===== src/rtl/sg_pkg.sv =====
package sg_pkg;
  typedef enum logic {
    MV_IDLE = 1'b0,
    MV_WAIT = 1'b1
  } mv_state_t;
endpackage


===== src/rtl/sg_translate.sv =====
module sg_translate #(
  parameter int LINES = 16,
  parameter int LA_W  = 4,
  parameter int PA_W  = 5
) (
  input  logic [LA_W-1:0] la,
  input  logic [LA_W-1:0] start,
  input  logic [PA_W-1:0] gap,
  output logic [PA_W-1:0] pa
);
  localparam int EW = LA_W + 1;

  logic [EW-1:0] sum;
  logic [EW-1:0] raw;
  logic [EW-1:0] gap_e;

  always_comb begin
    sum   = {1'b0, la} + {1'b0, start};
    raw   = (sum >= EW'(LINES)) ? (sum - EW'(LINES)) : sum;
    gap_e = EW'(gap);
    if (raw >= gap_e) pa = PA_W'(raw + EW'(1));
    else              pa = PA_W'(raw);
  end
endmodule


===== src/rtl/sg_wcount.sv =====
module sg_wcount #(
  parameter int GAP_INTERVAL = 100
) (
  input  logic clk,
  input  logic rst_n,
  input  logic wr_fire,
  output logic due
);
  localparam int CW = (GAP_INTERVAL > 1) ? $clog2(GAP_INTERVAL) : 1;
  localparam logic [CW-1:0] LAST = CW'(GAP_INTERVAL - 1);

  logic [CW-1:0] cnt;

  always_ff @(posedge clk) begin
    if (!rst_n) begin
      cnt <= '0;
    end else if (wr_fire) begin
      if (cnt == LAST) cnt <= '0;
      else             cnt <= cnt + CW'(1);
    end
  end

  assign due = wr_fire && (cnt == LAST);
endmodule


===== src/rtl/sg_gapctl.sv =====
module sg_gapctl
  import sg_pkg::*;
#(
  parameter int LINES = 16,
  parameter int LA_W  = 4,
  parameter int PA_W  = 5
) (
  input  logic            clk,
  input  logic            rst_n,
  input  logic            due,
  input  logic            mv_ready,
  output logic            mv_valid,
  output logic [PA_W-1:0] mv_src,
  output logic [PA_W-1:0] mv_dst,
  output logic [LA_W-1:0] start,
  output logic [PA_W-1:0] gap
);
  localparam logic [PA_W-1:0] TOP   = PA_W'(LINES);
  localparam logic [LA_W-1:0] S_MAX = LA_W'(LINES - 1);

  mv_state_t state;
  logic      mv_fire;
  logic      gap_zero;

  assign mv_valid = (state == MV_WAIT);
  assign mv_fire  = mv_valid && mv_ready;
  assign gap_zero = (gap == '0);
  assign mv_src   = gap_zero ? TOP : (gap - PA_W'(1));
  assign mv_dst   = gap;

  always_ff @(posedge clk) begin
    if (!rst_n) begin
      state <= MV_IDLE;
      start <= '0;
      gap   <= TOP;
    end else begin
      case (state)
        MV_IDLE: if (due) state <= MV_WAIT;
        MV_WAIT: if (mv_ready) state <= MV_IDLE;
        default: state <= MV_IDLE;
      endcase
      if (mv_fire) begin
        if (gap_zero) begin
          gap   <= TOP;
          start <= (start == S_MAX) ? '0 : (start + LA_W'(1));
        end else begin
          gap <= gap - PA_W'(1);
        end
      end
    end
  end
endmodule


===== src/rtl/sg_remapper.sv =====
module sg_remapper #(
  parameter int LINES        = 16,
  parameter int GAP_INTERVAL = 100,
  parameter int LA_W         = $clog2(LINES),
  parameter int PA_W         = $clog2(LINES + 1)
) (
  input  logic            clk,
  input  logic            rst_n,
  input  logic            req_valid,
  output logic            req_ready,
  input  logic [LA_W-1:0] req_addr,
  input  logic            req_write,
  output logic            mem_valid,
  input  logic            mem_ready,
  output logic [PA_W-1:0] mem_addr,
  output logic            mem_write,
  output logic            busy,
  output logic            mv_valid,
  input  logic            mv_ready,
  output logic [PA_W-1:0] mv_src,
  output logic [PA_W-1:0] mv_dst
);
  logic [LA_W-1:0] start;
  logic [PA_W-1:0] gap;
  logic            due;
  logic            wr_fire;

  assign busy      = mv_valid;
  assign mem_valid = req_valid && !busy;
  assign req_ready = mem_ready && !busy;
  assign mem_write = req_write;
  assign wr_fire   = req_valid && req_ready && req_write;

  sg_translate #(.LINES(LINES), .LA_W(LA_W), .PA_W(PA_W)) u_xlat (
    .la    (req_addr),
    .start (start),
    .gap   (gap),
    .pa    (mem_addr)
  );

  sg_wcount #(.GAP_INTERVAL(GAP_INTERVAL)) u_wcnt (
    .clk     (clk),
    .rst_n   (rst_n),
    .wr_fire (wr_fire),
    .due     (due)
  );

  sg_gapctl #(.LINES(LINES), .LA_W(LA_W), .PA_W(PA_W)) u_gap (
    .clk      (clk),
    .rst_n    (rst_n),
    .due      (due),
    .mv_ready (mv_ready),
    .mv_valid (mv_valid),
    .mv_src   (mv_src),
    .mv_dst   (mv_dst),
    .start    (start),
    .gap      (gap)
  );
endmodule


===== config.mk =====
export PLATFORM = sky130hd
export DESIGN_NAME = sg_remapper
export DESIGN_NICKNAME = d
export VERILOG_FILES = /design/src/rtl/sg_pkg.sv /design/src/rtl/sg_translate.sv /design/src/rtl/sg_wcount.sv /design/src/rtl/sg_gapctl.sv /design/src/rtl/sg_remapper.sv
export SDC_FILE = /design/constraint.sdc
export NUM_CORES = 1
export LEC_CHECK = 0
export CAP_MARGIN = 20
export CELL_PAD_IN_SITES_DETAIL_PLACEMENT = 0
export CELL_PAD_IN_SITES_GLOBAL_PLACEMENT = 1
export CORE_ASPECT_RATIO = 0.6
export CORE_MARGIN = 2
export CORE_UTILIZATION = 30
export DETAILED_ROUTE_END_ITERATION = 16
export DONT_BUFFER_PORTS = 1
export HOLD_SLACK_MARGIN = 0.03
export PLACE_DENSITY_LB_ADDON = 0.1
export SLEW_MARGIN = 5
export SYNTH_ARGS = -nofsm -noshare
export SYNTH_HDL_FRONTEND = slang
export SYNTH_SLANG_ARGS = --single-unit

===== constraint.sdc =====
create_clock -name clk -period 4.58 [get_ports clk]
set_clock_uncertainty 0.1 [all_clocks]
set_input_delay 0.458 -clock clk [delete_from_list [all_inputs] [get_ports clk]]
set_output_delay 0.458 -clock clk [all_outputs]
set_load 0.05 [all_outputs]

==> qor.csv <==
metric;value;unit
outcome;completed;
slew_headroom;25.7;%
syn_to_final_growth;7.46;%
clock_path_buffers;2;
min_period;3750;ps
initialDrtViolationCount;16;
setup_viol;0;
yosys.area_share.simple;24.4;%
hold_path_class;in2reg;
max_cap_viol_count;0;
yosysUniqueCellTypes;43;
seqPwrFrac;48.7;%
final_max_slew_viol_count;0;
reg2regPathDepth;6;
final_common_cell;dfxtp_1;
synth.ff_latch_count;17;
synth-edff-count;0;
antenna_found_initial;0;
clockPowerShare;36.4;%
dr.pass1.iters;4;
min_period_over_period;81.8;%
cts_inserted_buffers;3;
crit_end;mem_addr[4];
worst_pin_slew;1110;ps
vias_per_cell;5.07;
p_switching;0.0000827;W
postCtsResizedCells;0;
clk_pin_slew;70;ps
timing.rr.start;u_gap.gap[0];
initial_core_util;32.4;%
yosysSeqAreaShare;27.8;%
regToRegSetupSlack;2190;ps
insertion_delay;250;ps
htree_levels;1;
wl;2740;microns
grt_pass1_vias;922;
fmax;0.267;GHz
synthAdderAreaFrac;14.9;%
final-hold-violation-count;0;
n_antenna_cell;0;
syn-cell-area;1220;sq um
async_flop_share;0;%
path_max_fanout;6;
synth_top_family_by_area;simple AND/OR/NAND/NOR gates;
cp.arrival;3190;ps
dp.cells;193;
post-cts-setup-buffers;0;
p_comb_share;14.9;%
cp-startpoint;u_gap.start[0];
cts_sinks;17;
synthCells;148;
setup.worst_path.start_class;flip-flop;
io_pins;30;
r2r_end;u_gap.start[0];
overflow;0;
placed_area;1270;sq um
ctsHoldBuffers;0;
grt_max_degree;14;
fillers;398;
port_buffers;0;
die_y;53.5;microns
cp.required;4020;ps
syn_area_per_cell;8.28;sq um
intPower;0.000224;W
syn_nets;172;
muxShareOfSynthArea;2.66;%
routedWlPerCell;13.9;microns
cts_tree;yes;
gr-usage-all-layers;13.0;%
gp_congestion;0.772;
dieArea;4630;sq um
worstSetupEndpointType;output port;
swShare;27.0;%
p_leak;0.533;nW
design_area;1320;sq um
ys.warnings.count;0;
fp.dieW;86.5;microns
critical_path_class;reg2out;
via_count;999;
grt_first_pass_wirelength;4560;microns
fin_setup_tns;0;ps
synth-xor-area-share;7.15;%
synthFlopType;dfxtp_1;
cts_root_buffer;clkbuf_8;
layout_common_cells;dfxtp_1 (17), inv_1 (15), a21oi_1 (14), ha_1 (13), nor2_1 (12);
nets;175;
final_util;34.8;%
rsz0062_at_grt;false;
antenna_left;0;
coreArea;3790;sq um
synth_compound_area_share;15.3;%
layout-drive-gt1-share;8.00;%
ir_drop;92.4;uV
regArea;340;sq um
power;0.000307;W
drcViolationCount;0;
power_density;233;nW/um^2
multi_input_area;793;sq um
row_count;17;
fin_cells;197;
hpwl;2210;microns
[cells in the mapped netlist, types with 2 or more instances]
cell,instances,area [sq um]
xnor2_1,8,70.1
o31ai_1,3,22.5
and4b_1,2,20.0
nand3_1,6,30.0
nor3_1,4,20.0
nor2b_1,3,18.8
xor2_1,2,17.5
a21oi_1,14,70.1
dfxtp_1,17,340
nand2_1,11,41.3
ha_1,13,163
nand4_1,2,12.5
nor2_1,12,45.0
a21o_1,2,15.0
mux2_2,2,22.5
and3_1,2,12.5
inv_1,15,56.3
o21ai_0,4,20.0
buf_4,2,15.0
[cell families (layout without fill, tap and decap cells)]
family	count (synthesis)	after routing
xor gates and xnor gates	10	10
DFF	17	17
buffers and inverters	20	22
muxes	3	3
other	1	1
AOI/OAI and AO/OA	30	30
adders and majority gates	14	14
and+or+nand+nor	53	53
[registers in the layout (all words and copies together), names as in the netlist]
signal / flops
u_wcnt.cnt: 7
u_gap.gap: 5
u_gap.start: 4
u_gap.mv_valid: 1
[power by group through the flow]
| stage | clock [W] | sequential, W | combinational [W] |
|---|---|---|---|
| floorplan | 0 | 0.000152 | 0.0000397 |
| global placement | 0 | 0.000153 | 0.0000459 |
| detailed placement | 0 | 0.000153 | 0.0000460 |
| CTS | 0.000118 | 0.000149 | 0.0000461 |
| global route | 0.000123 | 0.000149 | 0.0000498 |
| finish | 0.000112 | 0.000149 | 0.0000458 |
[stage by stage]
stage / setup WS (ps) / hold slack [ps]
2_1_floorplan: 1120 / 364
3_5_place_dp: 1090 / 392
6_report: 834 / 176
3_3_place_gp: 1200 / 389
5_1_grt: 593 / 181
4_1_cts: 816 / 167
[per-layer routing]
metal,share of wire [%],wire length [microns],GRT usage (%)
met1,58,1590,19.7
met2,36,991,17.9
met3,5.5,151,4.21
met4,0.26,7,1.56
met5,0,0,0
[how the worst min path moves through the flow]
stage,from,slack (ps),depth (start not counted),end
6_report,rst_n,180,1,u_gap.gap[4]
3_5_place_dp,u_wcnt.cnt[6],390,2,u_wcnt.cnt[6]
5_1_grt,rst_n,180,1,u_gap.gap[4]
3_3_place_gp,u_wcnt.cnt[6],390,2,u_wcnt.cnt[6]
4_1_cts,rst_n,170,1,u_gap.gap[4]
2_1_floorplan,u_wcnt.cnt[5],360,1,u_wcnt.cnt[5]
[critical path, stage by stage (launching register included)]
cell	delay [ps]
dfxtp_1	420
ha_1	210
inv_1	50
fa_1	370
xor2_1	280
inv_1	140
ha_1	320
nand2_1	50
o21ai_0	280
a31oi_1	210
and4b_1	610
[final cells by class]
cell class                 count  share of cell area [%]
inverter                      15                    4.28
tap                           47                    4.47
multi-input combinational    111                    60.3
timing repair buffer           3                    1.71
clock buffer                   4                    3.42
sequential                    17                    25.9
Power figures use the tool's default switching activity.
